--- src/rtl/cgb_pkg.sv ---
package cgb_pkg;
  // word indices of the two registers (byte offsets 0x08 and 0x0c)
  localparam int unsigned CGB_COUNT_WORD = 2;
  localparam int unsigned CGB_STAT_WORD  = 3;

  function automatic bit cgb_aligned(input logic [31:0] byte_addr);
    return byte_addr[1:0] == 2'b00;
  endfunction

  function automatic int unsigned cgb_word(input logic [31:0] byte_addr);
    return int'(byte_addr >> 2);
  endfunction

  // cycles the busy window lasts for a count n
  function automatic int unsigned cgb_busy_cycles(input int unsigned n);
    return (n == 0) ? 0 : (2 * n - 1);
  endfunction
endpackage

--- src/rtl/cgb_regif.sv ---
module cgb_regif #(
  parameter int ADDR_W = 8,
  parameter int DATA_W = 32,
  parameter int CNT_W  = 11
) (
  input  logic              clk,
  input  logic              rst_n,
  input  logic [ADDR_W-1:0] bus_addr,
  input  logic              bus_wr,
  input  logic [DATA_W-1:0] bus_wdata,
  input  logic              start_accept,
  input  logic              done,
  output logic              count_wr,
  output logic              clear_req,
  output logic [CNT_W-1:0]  count_field,
  output logic [CNT_W-1:0]  count_q,
  output logic [DATA_W-1:0] bus_rdata
);
  import cgb_pkg::*;

  logic [31:0] addr32;
  logic        sel_count;
  logic        sel_stat;
  logic        wdata_unused;

  assign addr32       = 32'(bus_addr);
  assign sel_count    = cgb_aligned(addr32) && (cgb_word(addr32) == CGB_COUNT_WORD);
  assign sel_stat     = cgb_aligned(addr32) && (cgb_word(addr32) == CGB_STAT_WORD);
  assign count_wr     = bus_wr && sel_count;
  assign clear_req    = bus_wr && sel_stat && bus_wdata[0];
  assign count_field  = bus_wdata[CNT_W-1:0];
  assign wdata_unused = ^bus_wdata;

  always_ff @(posedge clk or negedge rst_n) begin
    if (!rst_n) count_q <= '0;
    else if (start_accept) count_q <= count_field;
  end

  always_comb begin
    bus_rdata = '0;
    if (sel_count) bus_rdata = DATA_W'(count_q);
    else if (sel_stat) bus_rdata = DATA_W'(done);
  end
endmodule

--- src/rtl/cgb_pulse_engine.sv ---
module cgb_pulse_engine #(
  parameter int CNT_W = 11
) (
  input  logic             clk,
  input  logic             rst_n,
  input  logic             start_req,
  input  logic [CNT_W-1:0] start_count,
  output logic             busy,
  output logic             dclk,
  output logic             start_accept,
  output logic             burst_end
);
  logic [CNT_W-1:0] rem_q;
  logic             last_pulse;

  assign start_accept = start_req && !busy;
  assign last_pulse   = busy && dclk && (rem_q == CNT_W'(1));
  assign burst_end    = (start_accept && (start_count == '0)) || last_pulse;

  always_ff @(posedge clk or negedge rst_n) begin
    if (!rst_n) begin
      busy  <= 1'b0;
      dclk  <= 1'b0;
      rem_q <= '0;
    end else if (!busy) begin
      if (start_req && (start_count != '0)) begin
        busy  <= 1'b1;
        dclk  <= 1'b1;
        rem_q <= start_count;
      end
    end else if (dclk) begin
      dclk <= 1'b0;
      if (last_pulse) begin
        busy  <= 1'b0;
        rem_q <= '0;
      end else begin
        rem_q <= rem_q - CNT_W'(1);
      end
    end else begin
      dclk <= 1'b1;
    end
  end
endmodule

--- src/rtl/cgb_done_flag.sv ---
module cgb_done_flag (
  input  logic clk,
  input  logic rst_n,
  input  logic set_evt,
  input  logic clear_evt,
  output logic done
);
  // a set on the same edge as a clear wins
  always_ff @(posedge clk or negedge rst_n) begin
    if (!rst_n) done <= 1'b0;
    else if (set_evt) done <= 1'b1;
    else if (clear_evt) done <= 1'b0;
  end
endmodule

--- src/rtl/cfgclk_burst_gen.sv ---
module cfgclk_burst_gen #(
  parameter int ADDR_W = 8,
  parameter int DATA_W = 32,
  parameter int CNT_W  = 11
) (
  input  logic              clk,
  input  logic              rst_n,
  input  logic [ADDR_W-1:0] bus_addr,
  input  logic              bus_wr,
  input  logic [DATA_W-1:0] bus_wdata,
  output logic [DATA_W-1:0] bus_rdata,
  output logic              cfg_clk,
  output logic              busy
);
  logic             count_wr;
  logic             clear_req;
  logic [CNT_W-1:0] count_field;
  logic [CNT_W-1:0] count_q;
  logic             start_accept;
  logic             burst_end;
  logic             done;
  logic             count_is_zero;

  assign count_is_zero = (count_field == '0);

  cgb_regif #(.ADDR_W(ADDR_W), .DATA_W(DATA_W), .CNT_W(CNT_W)) regif_i (
    .clk(clk), .rst_n(rst_n), .bus_addr(bus_addr), .bus_wr(bus_wr),
    .bus_wdata(bus_wdata), .start_accept(start_accept), .done(done),
    .count_wr(count_wr), .clear_req(clear_req), .count_field(count_field),
    .count_q(count_q), .bus_rdata(bus_rdata)
  );

  cgb_pulse_engine #(.CNT_W(CNT_W)) engine_i (
    .clk(clk), .rst_n(rst_n), .start_req(count_wr), .start_count(count_field),
    .busy(busy), .dclk(cfg_clk), .start_accept(start_accept), .burst_end(burst_end)
  );

  cgb_done_flag flag_i (
    .clk(clk), .rst_n(rst_n), .set_evt(burst_end), .clear_evt(clear_req), .done(done)
  );
endmodule

--- config.mk ---
export PLATFORM = sky130hd
export DESIGN_NAME = cfgclk_burst_gen
export DESIGN_NICKNAME = d
export VERILOG_FILES = /design/src/rtl/cgb_pkg.sv /design/src/rtl/cgb_regif.sv /design/src/rtl/cgb_pulse_engine.sv /design/src/rtl/cgb_done_flag.sv /design/src/rtl/cfgclk_burst_gen.sv
export SDC_FILE = /design/constraint.sdc
export NUM_CORES = 1
export LEC_CHECK = 0
export BUFFER_PORTS_ARGS = -buffer_cell sky130_fd_sc_hd__buf_2
export CAP_MARGIN = 0
export CORE_UTILIZATION = 49
export DETAILED_ROUTE_END_ITERATION = 8
export GPL_TIMING_DRIVEN = 0
export PLACE_DENSITY = 0.88
export SETUP_SLACK_MARGIN = 0.3
export SYNTH_ARGS = -nofsm -noshare
export SYNTH_HDL_FRONTEND = slang
export SYNTH_SLANG_ARGS = --single-unit
--- constraint.sdc ---
create_clock -name clk -period 6.48 [get_ports clk]
set_clock_uncertainty 0.1 [all_clocks]
set_input_delay 1.296 -clock clk [delete_from_list [all_inputs] [get_ports clk]]
set_output_delay 1.296 -clock clk [all_outputs]
set_load 0.03 [all_outputs]
# ---- Word-level counts from Yosys, hierarchy flattened
# Index checks and enable logic that the tools add are counted.
# W data, S select, Z words.
dict set report classes {
  addsub 1
  eq_ne 4
  mux 15
  n_reduce_logical 18
}
# operator n
set op_table {}
lappend op_table {{$mux W11} 5}
lappend op_table {{$eq A6 B2 Y1 const B} 2}
lappend op_table {{$eq A11 B1 Y1 const B} 1}
lappend op_table {{$logic_not A11 Y1} 1}
lappend op_table {{$reduce_bool A11 Y1} 1}
lappend op_table {{$sub A11 B1 Y11 const B} 1}
lappend op_table {{$logic_and A1 B1 Y1} 10}
lappend op_table {{$mux W1} 10}
lappend op_table {{$reduce_bool A2 Y1} 2}
lappend op_table {{$logic_not A2 Y1} 1}
lappend op_table {{$ne A2 B2 Y1 const B} 1}
lappend op_table {{$reduce_and A2 Y1} 1}
lappend op_table {{$logic_not A1 Y1} 1}
lappend op_table {{$logic_or A1 B1 Y1} 1}
dict set report totals {
  ff_bits 25
  in_bits 43
  out_inout_bits 34
  word_cells 43
}

# ---- Depth between registers and ports, before layout
# Gate-level depths: netlist of run 1.
dict set report depth {
  ltp_word 7
  ltp_mapped 7
  depth_no_buf 6
}

# ---- Hierarchy
# A second synthesis of run 1 with hierarchy kept.
dict set report hier_totals {
  cells_unflattened 201
  hier_area_um2 1805.5
}
# module n_inst cells_per_inst area_each_um2 seq_area_each_um2
set by_module_without_submodules {}
lappend by_module_without_submodules {cgb_pulse_engine 1 100 917.1 325.3}
lappend by_module_without_submodules {cgb_regif 1 98 852.1 275.3}
lappend by_module_without_submodules {cgb_done_flag 1 3 36.3 25.0}

# ---- Least setup slack after synthesis of run 1
# No wires, ideal clock.
dict set report synth_timing {
  kind {input-to-output}
  start {input bus_addr[5]}
  end {output bus_rdata[6]}
  arrival_ns 2.513
  required_time_ns 5.084
  path_slack_ns 2.571
  path_stages 3
  n_path_buf 0
  path_cell_list {nor4_1 > nand3_1 > nor3_1}
}
dict set report synth_between {
  elab_chain_len 3
}
# element line
set synth_lines {}
lappend synth_lines {{from (decl)} cfgclk_burst_gen.sv:8} ;# input logic [ADDR_W-1:0] bus_addr,
lappend synth_lines {{$eq A6 B2 Y1} cgb_regif.sv:27} ;# assign sel_count = cgb_aligned(addr32) && (cgb_word(addr32) == CGB_COUNT_WORD);
lappend synth_lines {{$logic_and A1 B1 Y1} cgb_regif.sv:27}
lappend synth_lines {{$mux W11} cgb_regif.sv:41} ;# if (sel_count) bus_rdata = DATA_W'(count_q);
lappend synth_lines {{to (decl)} cfgclk_burst_gen.sv:11} ;# output logic [DATA_W-1:0] bus_rdata,
# Every way passes these cells.

# ---- Final worst setup path of run 1
dict set report layout_timing {
  start {input bus_addr[5]}
  end {output bus_rdata[4]}
}
# Same word-level chain as after synthesis.

==> metrics.log, run 1 <==
[metrics] outcome: completed
[metrics] hold-fix buffers at CTS: 0
[metrics] Storage cell area: 625.6 um^2
[metrics] Total Routed Length: 3.645 mm
[metrics] buffer cell driving the clock tree root: sky130_fd_sc_hd__clkbuf_4
[metrics] total routing usage reported by global routing: 23.08%
[metrics] power density cells: 258.8 nW/um^2
[metrics] summed negative setup slack over all endpoints: 0 ns
[metrics] number of pins exceeding their max-slew limit in the final report: 0
[metrics] final critical-path share of the clock period: 67.21%
[metrics] startpoint type of the worst setup path: primary input
[metrics] most numerous cell on the critical path: sky130_fd_sc_hd__buf_2
[metrics] total die area: 3380 um^2
[metrics] number of hold violations in the final report: 0
[metrics] unrepaired setup endpoints after global routing: false
[metrics] endpoint class of the critical path: primary output
[metrics] post-synthesis sequential area ratio: 40.52%
[metrics] Relative slew margins: 62.79%
[metrics] number of flops mapped to enable cells by yosys: 0
[metrics] multiplexer share of the synthesized area: 6.483%
[metrics] DRC violation total after the first TritonRoute iteration: 65
[metrics] ranking of synthesized cells by area: sky130_fd_sc_hd__dfrtp_1 (41%), sky130_fd_sc_hd__buf_4 (10%), sky130_fd_sc_hd__mux2_2 (5.8%)
[metrics] minimum clock period: 4.355 ns
[metrics] fraction of final layout cells with drive strength greater than 1: 31.56%
[metrics] post-synthesis async set-or-reset flop share: 100.0%
[metrics] port bufs: 34
[metrics] DRT antenna net count: 0
[metrics] most frequent cell after synthesis: sky130_fd_sc_hd__dfrtp_1
[metrics] clock sinks: 25
[metrics] Post-Syn Area per Cell: 9.245 um^2
[metrics] critical path arrival: 2.96 ns
[metrics] largest net degree at the start of global routing: 26
[metrics] worst hold stages: 2
[metrics] flop and latch count out of synthesis: 25
[metrics] CTS max path bufs: 2
[metrics] global-route wire length before repair: 5.858 mm
[metrics] cell breakdown of the critical path: buf_2 -> nor4_1 -> nand3_1 -> nor2_1 -> and2_1 -> buf_2
[metrics] largest voltage drop on the vdd net: 0.1823 mV
[metrics] combined area of the multi-input logic cells: 773.2 um^2
[metrics] share of the synthesized area in compound gates (AO/OA/AOI/OAI): 17.18%
[metrics] width of the chip: 58.14 um
[metrics] Register-to-Register Path Depth: 7
[metrics] H-Tree Depth: 1
[metrics] Worst EP required: 5.08 ns
[metrics] largest family of logic cells by synthesized area: simple AND/OR/NAND/NOR gates
[metrics] number of global-route vias before repair: 1272
[metrics] Clk Latency, worst-skew pair: 0.34 ns
[metrics] Post-Synthesis Cells: 167
[metrics] distinct cell type count after synthesis: 40
[metrics] library cell occupying the most area in the post-synthesis netlist: sky130_fd_sc_hd__dfrtp_1
[metrics] simple-gate area share of the yosys netlist: 19.69%
[metrics] global route total overflow: 0
[metrics] Max Cap Viol: 0
[metrics] number of gates given a new drive strength after cts: 0
[metrics] leakage dissipation: 0.9562 nW
[metrics] core area: 3028 um^2
[metrics] via count of the routed design: 1467
[metrics] critical path type: in2out
[metrics] post-route core utilization: 61.94%
[metrics] peak per-stage delay on the critical path: 0.48 ns
[metrics] setup violators final: 0
[metrics] worst-path cell with the longest stage delay: sky130_fd_sc_hd__nor2_1
[metrics] worst-margin pin slew: 0.5581 ns
[metrics] Top Ports: 77
[metrics] Detailed Place HPWL: 2.789 mm
[metrics] overall die height: 58.14 um
[metrics] TritonCTS clock tree: built
[metrics] final estimated routing congestion in global placement: 0.9478
[metrics] cell area after synthesis: 1544 um^2
[metrics] DRT Pass-1 Iters: 7
[metrics] power after layout: 485.5 uW
[metrics] Achievable Freq: 229.6 MHz
[metrics] number of design rule violations left after detail routing: 0
[metrics] type of the worst min-delay path: reg2reg
[metrics] dominant synthesized flop cell: sky130_fd_sc_hd__dfrtp_1
[metrics] Layout area overhead: 21.47%
[metrics] Synth warnings: 0
[metrics] effective utilization at floorplan: 50.99%
[metrics] leading post-synthesis cells by instance count: sky130_fd_sc_hd__dfrtp_1 (25), sky130_fd_sc_hd__buf_4 (21), sky130_fd_sc_hd__o21ai_0 (12)
[metrics] worst path setup slack after routing: 2.125 ns
[metrics] worst-case hold slack: 0.4039 ns
[metrics] number of buffers inserted by post-CTS setup repair: 0
[metrics] number of rows created at floorplan: 20
[metrics] # diodes: 0
[metrics] cts bufs inserted: 3
[metrics] Filler Cell Count: 265
[metrics] register clock-pin slew on the reported worst setup and hold paths: 0.15 ns
[metrics] worst slack at placement: 2.070 ns
[metrics] adder-cell area share of the yosys netlist: 1.621%
[metrics] maximum fanout along the worst path: 9
[metrics] share of Yosys cell area claimed by the top area cell type: 40.52%
[metrics] Vias per Instance: 5.454
[metrics] post-synthesis xor/xnor area fraction: 0%
[metrics] layout net count: 271
[metrics] average routed wire per standard cell: 13.55 um
[metrics] antenna violations before repair: 0
==> cells by family (layout without fill, tap and decap cells) <==
| kind of cell | after synthesis | after routing |
|---|---|---|
| flops | 25 | 25 |
| compound gates | 39 | 39 |
| mux | 9 | 9 |
| fa+ha+maj | 2 | 2 |
| buf+inv | 37 | 75 |
| simple gates | 54 | 54 |
| other cells | 1 | 21 |
==> report_power, final <==
group          internal, mW  switching [mW]  leakage, nW  total (mW)
registers             0.185          0.0337        0.306       0.218
clock network        0.0252          0.0519       0.0183      0.0772
logic                0.0812           0.109        0.632       0.190
total                 0.291           0.194        0.956       0.485
==> state kept, by name, summed over array words and instances, names as in the netlist <==
register         cells
engine_i.busy        1
engine_i.dclk        1
engine_i.rem_q      11
flag_i.done          1
regif_i.count_q     11
==> path summary, 6_finish.rpt <==
| path | start | slack, ns | to |
|---|---|---|---|
| worst max register to register | engine_i.busy | 4.00 | engine_i.rem_q[2] |
| max in group asynchronous | rst_n | 5.08 | engine_i.rem_q[1] |
| worst min register to register | regif_i.count_q[1] | 0.40 | regif_i.count_q[1] |
| min in group asynchronous | rst_n | 0.81 | regif_i.count_q[9] |
| worst max-delay path | bus_addr[5] | 2.12 | bus_rdata[4] |
| worst min-delay path | regif_i.count_q[1] | 0.40 | regif_i.count_q[1] |
==> stage by stage <==
stage          area [um^2]  cells
6_report              1876    269
5_1_grt               1876    269
4_1_cts               1876    269
3_5_place_dp          1844    265
3_3_place_gp          1844    265
2_1_floorplan         1619    187
==> layout make-up <==
cell class                 instances  share of cell area (%)
clock buffer                       3                   1.201
inverter                          10                   2.001
clock inverter                     1                  0.4670
sequential                        25                   33.36
tap                               44                   2.935
multi-input combinational        125                   41.23
timing repair buffer              34                   9.073
buffer                            27                   9.740
==> critical path, delay by kind of cell <==
family | cells | cell delay, ns
buf+inv | 2 | 0.29
simple gates | 4 | 1.36
==> cell usage in the layout, fill, tap and decap left out, types with 2 or more instances in the layout <==
| master | synthesis | final |
|---|---|---|
| sky130_fd_sc_hd__ha_1 | 2 | 2 |
| sky130_fd_sc_hd__nand3_1 | 6 | 6 |
| sky130_fd_sc_hd__and2_1 | 8 | 8 |
| sky130_fd_sc_hd__o2bb2ai_1 | 2 | 2 |
| sky130_fd_sc_hd__a21oi_1 | 6 | 6 |
| sky130_fd_sc_hd__o21a_1 | 2 | 2 |
| sky130_fd_sc_hd__nor2_1 | 7 | 7 |
| sky130_fd_sc_hd__o21ai_0 | 12 | 12 |
| sky130_fd_sc_hd__o211ai_1 | 2 | 2 |
| sky130_fd_sc_hd__buf_4 | 21 | 21 |
| sky130_fd_sc_hd__nand4_1 | 5 | 5 |
| sky130_fd_sc_hd__nor4_1 | 6 | 6 |
| sky130_fd_sc_hd__dfrtp_1 | 25 | 25 |
| sky130_fd_sc_hd__inv_1 | 10 | 10 |
| sky130_fd_sc_hd__clkbuf_1 | 4 | 4 |
| sky130_fd_sc_hd__clkbuf_4 | 0 | 3 |
| sky130_fd_sc_hd__or4_1 | 2 | 2 |
| sky130_fd_sc_hd__nand2_1 | 7 | 7 |
| sky130_fd_sc_hd__a22o_1 | 5 | 5 |
| sky130_fd_sc_hd__conb_1 | 1 | 21 |
| sky130_fd_sc_hd__nor3_1 | 6 | 6 |
| sky130_fd_sc_hd__buf_2 | 2 | 36 |
| sky130_fd_sc_hd__mux2_2 | 8 | 8 |
==> layer usage <==
metal  vias to the layer above  GRT usage (%)  part of all wire (%)
met3                         7          2.009                   7.1
met1                       698          31.03                    42
met5                         -              0                     0
met2                        81          39.08                    49
met4                         0          8.163                   1.7
li1                        681              -                     -
(Power assumes the default switching activity.)
==> inputs of run 2 (changes only) <==
ABC_AREA = 1   (was default)
CORE_UTILIZATION = 47   (was 49)
PLACE_DENSITY = 0.83   (was 0.88)
clock period = 4.1 ns   (was 6.48 ns; I/O delays follow)
==> metrics.log, run 2 <==
[metrics] hold-fix buffers at CTS: 0 (unchanged)
[metrics] combined area of the multi-input logic cells: 850.8 um^2 (+10%)
[metrics] critical path arrival: 1.83 ns (-1.13 ns)
[metrics] post-synthesis sequential area ratio: 35.87% (-4.7 points)
[metrics] peak per-stage delay on the critical path: 0.26 ns (-0.22 ns)
[metrics] Achievable Freq: 363.8 MHz
[metrics] post-synthesis xor/xnor area fraction: 3.013% (+3.0 points)
[metrics] maximum fanout along the worst path: 10 (+1)
[metrics] Relative slew margins: 62.45% (-0.35 points)
[metrics] buffer cell driving the clock tree root: sky130_fd_sc_hd__clkbuf_8
[metrics] Filler Cell Count: 332 (+25%)
[metrics] type of the worst min-delay path: reg2reg
[metrics] layout net count: 354 (+31%)
[metrics] number of gates given a new drive strength after cts: 0 (unchanged)
[metrics] Vias per Instance: 4.497 (-18%)
[metrics] worst hold stages: 2 (unchanged)
[metrics] Post-Syn Area per Cell: 6.977 um^2 (-25%)
[metrics] total net switching power: 124.6 uW (-36%)
[metrics] register-to-register setup slack: 2.47 ns (-1.53 ns)
[metrics] Layout area overhead: 20.16%
[metrics] cell area after placement: 2047 um^2 (+11%)
[metrics] flop and latch count out of synthesis: 25 (unchanged)
[metrics] largest family of logic cells by synthesized area: simple AND/OR/NAND/NOR gates
[metrics] DRT antenna net count: 0 (unchanged)
[metrics] highest-count cells in the layout ignoring fill and taps: sky130_fd_sc_hd__nand2_1 (77), sky130_fd_sc_hd__buf_2 (35), sky130_fd_sc_hd__inv_1 (34)
[metrics] minimum clock period: 2.749 ns
[metrics] startpoint type of the worst setup path: primary input
[metrics] number of rows created at floorplan: 21 (+5.0%)
[metrics] Synth warnings: 0 (unchanged)
[metrics] DRC violation total after the first TritonRoute iteration: 76 (+17%)
[metrics] summed negative setup slack over all endpoints: 0 ns (unchanged)
[metrics] via count of the routed design: 1592 (+8.5%)
[metrics] final critical-path share of the clock period: 67.04%
[metrics] library cell occupying the most area in the post-synthesis netlist: sky130_fd_sc_hd__dfrtp_1
[metrics] multiplexer share of the synthesized area: 0% (-6.5 points)
[metrics] post-synthesis async set-or-reset flop share: 100.0% (unchanged)
[metrics] cell area after synthesis: 1744 um^2 (+13%)
[metrics] cell breakdown of the critical path: buf_2 -> nor2_2 -> nand4_2 -> clkbuf_1 -> nor2_1 -> buf_2
[metrics] worst-margin pin slew: 0.5633 ns (+0.005223 ns)
[metrics] total die area: 3959 um^2 (+17%)
[metrics] largest voltage drop on the vdd net: 0.2500 mV (+37%)
[metrics] Worst Path Buf+Inv: 3 (+1)
[metrics] most common cell after layout, fill and taps aside: sky130_fd_sc_hd__nand2_1
[metrics] leading post-synthesis cells by instance count: sky130_fd_sc_hd__nand2_1 (77), sky130_fd_sc_hd__inv_1 (34), sky130_fd_sc_hd__dfrtp_1 (25)
[metrics] average routed wire per standard cell: 10.10 um (-25%)
[metrics] port bufs: 34 (unchanged)
[metrics] final estimated routing congestion in global placement: 0.8485 (-10%)
[metrics] Hold Path Origin: regif_i.count_q[5]
[metrics] register clock-pin slew on the reported worst setup and hold paths: 0.09 ns (-0.06 ns)
[metrics] part of the power in the clock network: 32.3% (+16 points)
[metrics] TritonCTS clock tree: built
[metrics] core area: 3442 um^2 (+14%)
[metrics] adder-cell area share of the yosys netlist: 1.435% (-0.19 points)
[metrics] number of standard cells in the final layout excluding fillers: 354 (+32%)
[metrics] worst path setup slack after routing: 1.351 ns (-0.7737 ns)
[metrics] width of the chip: 62.92 um (+8.2%)
[metrics] share of the synthesized area in compound gates (AO/OA/AOI/OAI): 5.882% (-11 points)
[metrics] reg2reg start: engine_i.rem_q[1]
[metrics] endpoint class of the critical path: primary output
[metrics] most numerous cell on the critical path: sky130_fd_sc_hd__buf_2
[metrics] number of flops mapped to enable cells by yosys: 0 (unchanged)
[metrics] number of global-route vias before repair: 1588 (+25%)
[metrics] Top delay family on crit path: buffers and inverters
[metrics] global route total overflow: 0 (unchanged)
[metrics] Max Cap Viol: 0 (unchanged)
[metrics] post-route core utilization: 60.89% (-1.1 points)
[metrics] number of buffers inserted by post-CTS setup repair: 0 (unchanged)
[metrics] clock sinks: 25 (unchanged)
[metrics] # diodes: 0 (unchanged)
[metrics] DRT Pass-1 Iters: 4 (-3)
[metrics] global-route wire length before repair: 6.492 mm (+11%)
[metrics] effective utilization at floorplan: 50.67% (-0.32 points)
[metrics] leakage dissipation: 1.155 nW (+21%)
[metrics] Worst EP required: 3.18 ns (-1.90 ns)
[metrics] cts bufs inserted: 3 (unchanged)
[metrics] endpoint of the most critical register-to-register path: engine_i.rem_q[10]
[metrics] Clk Latency, worst-skew pair: 0.27 ns (-0.07 ns)
[metrics] sequential power share: 53.3% (+8.3 points)
[metrics] Storage cell area: 625.6 um^2 (unchanged)
[metrics] worst-path cell with the longest stage delay: sky130_fd_sc_hd__clkbuf_1
[metrics] fraction of power spent switching nets: 26.87% (-13 points)
[metrics] cell area after layout: 2096 um^2 (+12%)
[metrics] combinational power share: 14.4% (-25 points)
[metrics] Top Registers: engine_i.rem_q: 11 flops, regif_i.count_q: 11 flops
[metrics] largest net degree at the start of global routing: 26 (unchanged)
[metrics] Detailed Place HPWL: 2.863 mm (+2.6%)
[metrics] outcome: completed
[metrics] total routing usage reported by global routing: 20.29% (-2.8 points)
[metrics] Internal Pwr Total: 339.1 uW (+16%)
[metrics] overall die height: 62.92 um (+8.2%)
[metrics] number of hold violations in the final report: 0 (unchanged)
[metrics] Register-to-Register Path Depth: 10 (+3)
[metrics] unrepaired setup endpoints after global routing: false
[metrics] ranking of synthesized cells by area: sky130_fd_sc_hd__dfrtp_1 (36%), sky130_fd_sc_hd__nand2_1 (17%), sky130_fd_sc_hd__buf_4 (9.5%)
[metrics] number of design rule violations left after detail routing: 0 (unchanged)
[metrics] fraction of final layout cells with drive strength greater than 1: 25.00% (-6.6 points)
[metrics] critical path type: in2out
[metrics] number of pins exceeding their max-slew limit in the final report: 0 (unchanged)
[metrics] power density cells: 221.2 nW/um^2 (-15%)
[metrics] Total Routed Length: 3.575 mm (-1.9%)
[metrics] setup violators final: 0 (unchanged)
[metrics] worst hold endpoint: regif_i.count_q[5]
[metrics] CTS max path bufs: 2 (unchanged)
[metrics] distinct cell type count after synthesis: 30 (-25%)
[metrics] antenna violations before repair: 0 (unchanged)
[metrics] Post-Synthesis Cells: 250 (+50%)
[metrics] dominant synthesized flop cell: sky130_fd_sc_hd__dfrtp_1
[metrics] Post-Place Cells: 350 (+32%)
[metrics] simple-gate area share of the yosys netlist: 33.93% (+14 points)
[metrics] share of Yosys cell area claimed by the top area cell type: 35.87% (-4.7 points)
[metrics] most frequent cell after synthesis: sky130_fd_sc_hd__nand2_1
[metrics] H-Tree Depth: 1 (unchanged)
[metrics] Top Ports: 77 (unchanged)
[metrics] worst slack at placement: 1.323 ns (-0.7474 ns)
## run 2: changes by cell type in the layout (fill, tap and decap cells not counted), moves of 5 or more
cell / previous run / this run
sky130_fd_sc_hd__and2_1: 8 / 0
sky130_fd_sc_hd__nor4_1: 6 / 0
sky130_fd_sc_hd__nor2_1: 7 / 24
sky130_fd_sc_hd__nor3_1: 6 / 1
sky130_fd_sc_hd__a22o_1: 5 / 0
sky130_fd_sc_hd__o21ai_1: 0 / 9
sky130_fd_sc_hd__o21ai_0: 12 / 2
sky130_fd_sc_hd__nand2_1: 7 / 77
sky130_fd_sc_hd__nand3_1: 6 / 19
sky130_fd_sc_hd__mux2_2: 8 / 0
sky130_fd_sc_hd__inv_1: 10 / 34
## run 2: per-stage QoR
step / hold slack [ns] / power [mW]
CTS: 0.4003 / 0.4673
detailed placement: 0.3781 / 0.3185
global route: 0.4319 / 0.4824
floorplan: 0.3588 / 0.2995
finish: 0.3927 / 0.4637
global placement: 0.3711 / 0.3180
## run 2: worst max-delay path by stage
stage | from | to | slack, ns | depth (start not counted)
6_report | bus_addr[5] | bus_rdata[1] | 1.35 | 6
5_1_grt | bus_addr[7] | bus_rdata[3] | 1.21 | 6
4_1_cts | bus_addr[5] | bus_rdata[1] | 1.32 | 6
3_5_place_dp | bus_addr[5] | bus_rdata[1] | 1.32 | 6
3_3_place_gp | bus_addr[7] | bus_rdata[3] | 1.38 | 6
2_1_floorplan | bus_addr[7] | bus_rdata[10] | 1.45 | 4
## run 2: cell families (layout without fill, tap and decap cells)
kind of cell,after synthesis,count (layout)
adder cells (fa/ha/maj),2,2
XOR/XNOR,6,6
AND/OR/NAND/NOR,135,135
other,1,21
buffers and inverters,63,101
flip-flops,25,25
AO/OA/AOI/OAI,18,18
## run 2: power by group through the flow
stage / Combinational, mW / Clock [mW] / Sequential, mW
2_1_floorplan: 0.0476 / 0 / 0.252
3_3_place_gp: 0.0661 / 0 / 0.252
3_5_place_dp: 0.0666 / 0 / 0.252
4_1_cts: 0.0667 / 0.154 / 0.247
5_1_grt: 0.0726 / 0.163 / 0.247
6_report: 0.0669 / 0.150 / 0.247
## run 2: layer usage
| metal | vias to the layer above | global-route usage, % | routed length, um |
|---|---|---|---|
| met5 | - | 0 | 0 |
| met4 | 0 | 6.686 | 36 |
| met3 | 6 | 4.380 | 155 |
| met2 | 45 | 36.16 | 1796 |
| met1 | 706 | 23.80 | 1587 |
| li1 | 835 | - | - |
## run 2: layout make-up
class | count | share of cell area [%]
tap | 46 | 2.746
sequential | 25 | 29.85
inverter | 34 | 6.090
buffer | 29 | 10.27
clock inverter | 1 | 0.3582
multi-input combinational | 182 | 40.60
clock buffer | 3 | 1.970
timing repair buffer | 34 | 8.119
## run 2: worst register-to-register path: stages (launching register included)
cell                      delay, ns
sky130_fd_sc_hd__dfrtp_1       0.38
sky130_fd_sc_hd__inv_1         0.10
sky130_fd_sc_hd__ha_1          0.16
sky130_fd_sc_hd__inv_1         0.05
sky130_fd_sc_hd__nor3_2        0.21
sky130_fd_sc_hd__a21oi_2       0.12
sky130_fd_sc_hd__buf_6         0.16
sky130_fd_sc_hd__nand3_1       0.09
sky130_fd_sc_hd__nand2_1       0.06
sky130_fd_sc_hd__nand2_1       0.05
sky130_fd_sc_hd__nand2_1       0.04
